File: config.mk
export PLATFORM = sky130hd
export DESIGN_NAME = dual_irq_ctrl
export DESIGN_NICKNAME = d
export VERILOG_FILES = /design/src/rtl/dual_irq_pkg.sv /design/src/rtl/irq_chan_state.sv /design/src/rtl/irq_vec_sel.sv /design/src/rtl/dual_irq_ctrl.sv
export SDC_FILE = /design/constraint.sdc
export NUM_CORES = 1
export LEC_CHECK = 0
export ABC_AREA = 1
export BUFFER_PORTS_ARGS = -buffer_cell sky130_fd_sc_hd__buf_2
export CAP_MARGIN = 20
export CORE_MARGIN = 4
export CORE_UTILIZATION = 42
export DETAILED_ROUTE_END_ITERATION = 10
export PLACE_DENSITY = 0.75
export REMOVE_ABC_BUFFERS = 1
export SLEW_MARGIN = 15
export SYNTH_ARGS = -nofsm -noshare
export SYNTH_HDL_FRONTEND = slang
export SYNTH_SLANG_ARGS = --single-unit
export TNS_END_PERCENT = 100
File: constraint.sdc
create_clock -name clk -period 1.26 [get_ports clk]
set_clock_uncertainty 0.15 [all_clocks]
set_input_delay 0.126 -clock clk [delete_from_list [all_inputs] [get_ports clk]]
set_output_delay 0.126 -clock clk [all_outputs]
set_load 0.02 [all_outputs]
File: src/rtl/dual_irq_pkg.sv
// Shared types and constants for the dual-channel interrupt controller.
// Assumes exactly two channels: index 0 is channel A, index 1 is channel B.
package dual_irq_pkg;
    localparam int NCH    = 2;
    localparam int CMD_W  = 3;
    localparam int VEC_W  = 8;
    localparam int SUM_W  = 8;
    localparam int MODE_W = 2;

    localparam logic [CMD_W-1:0] CMD_CLR_TX  = 3'b101;
    localparam logic [CMD_W-1:0] CMD_RST_IUS = 3'b111;

    // Summary bit positions per channel (decoded by host software).
    localparam int SUM_RX_BIT [NCH] = '{5, 2};
    localparam int SUM_TX_BIT [NCH] = '{4, 1};

    // Vector update requested by a channel in one cycle.
    typedef enum logic [1:0] {
        ACT_NONE = 2'd0,
        ACT_IDLE = 2'd1,
        ACT_RX   = 2'd2,
        ACT_TX   = 2'd3
    } vec_act_t;

    // Vector value for a channel, an action and the encoding option.
    function automatic logic [VEC_W-1:0] vec_code(input logic ch_b,
                                                  input vec_act_t act,
                                                  input logic hi);
        case (act)
            ACT_RX:  vec_code = ch_b ? (hi ? 8'h20 : 8'h04) : (hi ? 8'h30 : 8'h0C);
            ACT_TX:  vec_code = ch_b ? 8'h00 : (hi ? 8'h10 : 8'h08);
            default: vec_code = hi ? 8'h60 : 8'h06;
        endcase
    endfunction
endpackage

File: src/rtl/irq_chan_state.sv
// Per-channel interrupt state: receive/transmit pending and in-service flags
// plus the two summary bits. Applies same-cycle events in a fixed order
// (receive, read, write, transmit empty, command) and reports the vector action
// and the next-state request term. Assumes strobes are single-cycle pulses.
module irq_chan_state
    import dual_irq_pkg::*;
(
    input  logic              clk,
    input  logic              rst_n,
    input  logic              ev_rx,
    input  logic              ev_rd,
    input  logic              ev_wr,
    input  logic              ev_txe,
    input  logic              ev_cmd,
    input  logic [CMD_W-1:0]  cmd,
    input  logic              tx_ie,
    input  logic [MODE_W-1:0] rx_mode,
    input  logic              brk_ie,
    input  logic              brk,
    output vec_act_t          act,
    output logic              req_nxt,
    output logic              sum_rx,
    output logic              sum_tx
);
    logic rx_pend_q, rx_svc_q, tx_pend_q, tx_svc_q;
    logic rp, rs, tp, ts, srx, stx;

    // Sequential walk through this cycle's events to form next state.
    always_comb begin
        rp  = rx_pend_q;
        rs  = rx_svc_q;
        tp  = tx_pend_q;
        ts  = tx_svc_q;
        srx = sum_rx;
        stx = sum_tx;
        act = ACT_NONE;
        if (ev_rx) begin
            rp = 1'b1; rs = 1'b1; srx = 1'b1; act = ACT_RX;
        end
        if (ev_rd) begin
            rp = 1'b0; rs = 1'b0; srx = 1'b0; act = ACT_IDLE;
            if (tp) begin
                ts = 1'b1; act = ACT_TX;
                if (tx_ie) stx = 1'b1;
            end
        end
        if (ev_wr) begin
            tp = 1'b0;
        end
        if (ev_txe) begin
            tp = 1'b1;
            if (!rs) begin
                ts = 1'b1; act = ACT_TX;
                if (tx_ie) stx = 1'b1;
            end
        end
        if (ev_cmd) begin
            if (cmd == CMD_CLR_TX) begin
                tp = 1'b0; ts = 1'b0; stx = 1'b0; act = ACT_IDLE;
                if (rp) begin
                    rs = 1'b1; srx = 1'b1; act = ACT_RX;
                end
            end else if (cmd == CMD_RST_IUS) begin
                if (rs) begin
                    rs = 1'b0;
                    if (tp) begin
                        ts = 1'b1; act = ACT_TX;
                        if (tx_ie) stx = 1'b1;
                    end
                end else if (ts) begin
                    ts = 1'b0;
                end
            end
        end
    end

    // Request term from next-state flags and current enables.
    always_comb begin
        req_nxt = (tx_ie && tp)
               || (((rx_mode == 2'b01) || (rx_mode == 2'b10)) && rp)
               || (brk_ie && brk);
    end

    // Flag and summary-bit registers.
    always_ff @(posedge clk) begin
        if (!rst_n) begin
            rx_pend_q <= 1'b0; rx_svc_q <= 1'b0;
            tx_pend_q <= 1'b0; tx_svc_q <= 1'b0;
            sum_rx    <= 1'b0; sum_tx   <= 1'b0;
        end else begin
            rx_pend_q <= rp;  rx_svc_q <= rs;
            tx_pend_q <= tp;  tx_svc_q <= ts;
            sum_rx    <= srx; sum_tx   <= stx;
        end
    end
endmodule

File: src/rtl/irq_vec_sel.sv
// Shared vector register. Picks one channel's action per cycle: a presentation
// by A, then by B, then a clear by A, then by B. Assumes two channels.
module irq_vec_sel
    import dual_irq_pkg::*;
(
    input  logic             clk,
    input  logic             rst_n,
    input  vec_act_t         act_a,
    input  vec_act_t         act_b,
    input  logic             hi,
    output logic [VEC_W-1:0] vec_q
);
    logic             upd;
    logic [VEC_W-1:0] nxt;

    // Priority choice of the winning action.
    always_comb begin
        upd = 1'b1;
        if ((act_a == ACT_RX) || (act_a == ACT_TX))      nxt = vec_code(1'b0, act_a, hi);
        else if ((act_b == ACT_RX) || (act_b == ACT_TX)) nxt = vec_code(1'b1, act_b, hi);
        else if (act_a == ACT_IDLE)                      nxt = vec_code(1'b0, act_a, hi);
        else if (act_b == ACT_IDLE)                      nxt = vec_code(1'b1, act_b, hi);
        else begin
            upd = 1'b0;
            nxt = vec_q;
        end
    end

    // Vector register.
    always_ff @(posedge clk) begin
        if (!rst_n)   vec_q <= '0;
        else if (upd) vec_q <= nxt;
    end
endmodule

File: src/rtl/dual_irq_ctrl.sv
// Top of the dual-channel interrupt controller: one state block per channel,
// the shared vector register, the summary byte and the registered irq line.
// Assumes configuration inputs come from an external register file.
module dual_irq_ctrl
    import dual_irq_pkg::*;
(
    input  logic                    clk,
    input  logic                    rst_n,
    input  logic [NCH-1:0]          rx_byte_ev,
    input  logic [NCH-1:0]          data_rd_ev,
    input  logic [NCH-1:0]          data_wr_ev,
    input  logic [NCH-1:0]          tx_empty_ev,
    input  logic [NCH-1:0]          cmd_wr,
    input  logic [CMD_W-1:0]        cmd_code,
    input  logic [NCH-1:0]          tx_int_en,
    input  logic [NCH*MODE_W-1:0]   rx_int_mode,
    input  logic [NCH-1:0]          brk_int_en,
    input  logic [NCH-1:0]          brk_status,
    input  logic                    vec_status_hi,
    output logic                    irq,
    output logic [SUM_W-1:0]        int_summary,
    output logic [VEC_W-1:0]        int_vector
);
    vec_act_t       act [NCH];
    logic [NCH-1:0] req_nxt, sum_rx, sum_tx;

    for (genvar c = 0; c < NCH; c++) begin : g_chan
        irq_chan_state u_chan (
            .clk     (clk),
            .rst_n   (rst_n),
            .ev_rx   (rx_byte_ev[c]),
            .ev_rd   (data_rd_ev[c]),
            .ev_wr   (data_wr_ev[c]),
            .ev_txe  (tx_empty_ev[c]),
            .ev_cmd  (cmd_wr[c]),
            .cmd     (cmd_code),
            .tx_ie   (tx_int_en[c]),
            .rx_mode (rx_int_mode[MODE_W*c +: MODE_W]),
            .brk_ie  (brk_int_en[c]),
            .brk     (brk_status[c]),
            .act     (act[c]),
            .req_nxt (req_nxt[c]),
            .sum_rx  (sum_rx[c]),
            .sum_tx  (sum_tx[c])
        );
    end

    irq_vec_sel u_vec (
        .clk   (clk),
        .rst_n (rst_n),
        .act_a (act[0]),
        .act_b (act[1]),
        .hi    (vec_status_hi),
        .vec_q (int_vector)
    );

    // Place per-channel summary bits at their fixed positions.
    always_comb begin
        int_summary = '0;
        for (int c = 0; c < NCH; c++) begin
            int_summary[SUM_RX_BIT[c]] = sum_rx[c];
            int_summary[SUM_TX_BIT[c]] = sum_tx[c];
        end
    end

    // Registered shared interrupt line.
    always_ff @(posedge clk) begin
        if (!rst_n) irq <= 1'b0;
        else        irq <= |req_nxt;
    end
endmodule

==> impl_metrics.tcl <==
set metrics [dict create \
    status "complete, but fails checks" \
    violations "negative hold slack, negative setup slack" \
    antenna-diode-count 0 \
    drt_pass1_iterations 4 \
    nets 234 \
    cts_made_buffers 3 \
    grt_pass1_wl_um 4210 \
    finalCritPeriodShare_pct 117 \
    hold_viol 1 \
    ys_types 26 \
    grt_max_degree 12 \
    synth-main-ff-cell "dfxtp_1" \
    port_buffers 36 \
    crit_path_frequent_cell "nand2_2" \
    clk_pin_slew_worst_paths_ns 0.10 \
    clk_latency_ns 0.28 \
    die_h_um 57.1 \
    place.gp.congestion 0.813 \
    critPathMaxStageDelay_ns 0.33 \
    synth_area_mm2 0.00101 \
    clock-sinks 17 \
    stdcell_count 235 \
    worst-endpoint-required_ns 1.33 \
    yosysMostFrequentCell "nand2_1" \
    final_util_pct 66.6 \
    start_util_pct 45.0 \
    dr.first_iter.drc_count 9 \
    fin_total_pwr_mw 1.27 \
    synthCells 147 \
    slew_violations 0 \
    yosysTopAreaCell "dfxtp_1" \
    vias_per_cell 4.68 \
    startpoint_type "flop" \
    post-place-cells 219 \
    powerDensity_mw_per_mm2 846 \
    dpl.hpwl_um 1930 \
    ys.warnings.count 0 \
    crit_slowest_cell "dfxtp_2" \
    r2r-start "g_chan[0].u_chan.rx_svc_q" \
    drc_errors 0 \
    synth.area.top_cells "dfxtp_1 (34%), nand2_1 (12%), buf_4 (8.1%)" \
    synth_edf_count 0 \
    grt_pass1_vias 1065 \
    grtUsageTotal_pct 15.9 \
    clockRootBuffer "clkbuf_4" \
    areaGrowthSynthToFinish_pct 48.1 \
    rsz0062_at_grt "yes" \
    min-delay-start "data_wr_ev[1]" \
    dieArea_mm2 0.00326 \
    die-width_um 57.1 \
    wire_per_inst_um 10.6 \
    setup_viol_count_final 7 \
    setup-tns-final_ns -1.26 \
    maxCapViolations 0 \
    num_vias 1100 \
    io_pins 43 \
    crit_type "reg2reg" \
    cts.path.max_buffers 2 \
    synth_seq_area_share_pct 33.6 \
    critPathCaptureType "flop" \
    avgSynthCellArea_um2 6.89 \
    grt_antenna_before_repair 0 \
    grt_overflow_total 0 \
    synth-seq-cells 17 \
    setup_slack_ns -0.218 \
    synth-async-reset-ratio_pct 0 \
    ant_nets 0 \
    synth_top_area_share_pct 33.6 \
    core_mm2 0.00225 \
    period_needed_ns 1.48 \
    arrival_ns 1.55 \
    ir_drop_v 0.000643 \
    hold_class "in2reg" \
    cts_tree "built" \
    max_freq_mhz 677 \
    crit_chain "inv_2 > nand2_2 > nand2_2 > nand2_2 > nand2_2 > nand2_2 > nand2_2 > nor2_4 > nand3_2 > inv_2 > nand2_1 > a21oi_2" \
    cp_max_fo 4 \
    cts_htree_levels 1 \
    finalWirelength_um 2480 \
    row_count 17 \
    hold_slack_ns -0.0475 \
    leakage_nw 0.770 \
    drive_gt1_share_pct 48.8 \
    yosys-top-cells-count "nand2_1 (33), dfxtp_1 (17), inv_1 (17), nand3_1 (13)" \
    critPathLaunch "g_chan[0].u_chan.rx_svc_q" \
]
-- layout by cell type, fill, tap and decap left out, types with 4 or more instances in the layout --
cell type / synthesis / layout
a21oi_1: 8 / 8
a21oi_2: 4 / 4
buf_2: 0 / 35
buf_4: 11 / 16
clkbuf_4: 0 / 4
conb_1: 1 / 6
dfxtp_1: 17 / 14
dlygate4sd3_1: 0 / 8
inv_1: 17 / 13
inv_2: 3 / 6
nand2_1: 33 / 25
nand2_2: 6 / 14
nand3_1: 13 / 10
nand3_2: 2 / 5
nor2_1: 11 / 8
o21ai_0: 5 / 4
-- final timing paths --
kind | cells past startpoint | endpoint | slack (ns)
max | 12 | u_vec.vec_q[4] | -0.22
min | 4 | g_chan[1].u_chan.tx_pend_q | -0.05
max reg2reg | 12 | u_vec.vec_q[4] | -0.22
min reg2reg | 2 | u_vec.vec_q[1] | 0.31
-- cell families (layout without fill, tap and decap cells) --
kind of cell | Yosys count | count (layout) | synth area share, %
buffers and inverters | 32 | 87 | 15.9
AO/OA/AOI/OAI | 21 | 21 | 12.5
XOR/XNOR | 2 | 2 | 1.73
flip-flops | 17 | 17 | 33.6
AND/OR/NAND/NOR | 74 | 74 | 35.9
other | 1 | 6 | 0.370
-- layout make-up --
type / instances / area (µm²)
sequential: 17 / 344
timing repair buffer: 62 / 414
fill: 204 / 753
inverter: 21 / 82.6
multi-input combinational: 103 / 599
tap: 28 / 35.0
clock buffer: 4 / 26.3
-- worst max-delay path, delay by kind of cell, from the launching register on --
kind | cells | cell delay [ns]
and+or+nand+nor | 9 | 0.69
buffers and inverters | 2 | 0.13
DFF | 1 | 0.33
AOI/OAI and AO/OA | 1 | 0.12
-- through the flow --
stage / worst slack (ns) / cell area, µm²
after floorplan: -0.122 / 950
after global placement: -0.218 / 1270
after detailed placement: -0.250 / 1270
after CTS: -0.205 / 1420
after global routing: -0.337 / 1500
final: -0.218 / 1500
-- layer usage --
layer,part of all wire (%),wire (µm),track usage [%],vias up
li1,-,-,-,574
met3,6.9,172,2.94,2
met4,0.73,18,4.30,0
met5,0,0,0,-
met1,43,1080,18.3,491
met2,49,1220,29.7,33
-- report_power, final --
part	switching, mW	internal, mW
clock	0.164	0.123
sequential	0.0142	0.572
combinational	0.223	0.175
total	0.401	0.869
-- sequential cells by signal (all words and copies together), names as in the netlist --
register / cells
g_chan.u_chan.sum_rx: 2
u_vec.vec_q: 6
g_chan.u_chan.tx_pend_q: 2
g_chan.u_chan.rx_pend_q: 2
g_chan.u_chan.sum_tx: 2
g_chan.u_chan.rx_svc_q: 2
irq: 1
-- what timing repair did --
action                     4_1_cts  5_1_grt
gates resized for setup         13       16
pin swaps                        8       13
setup buffers                    2        3
hold buffers                     7        1
hold endpoints to repair         7        2
setup endpoints to repair        8       14
(Power assumes the default switching activity.)
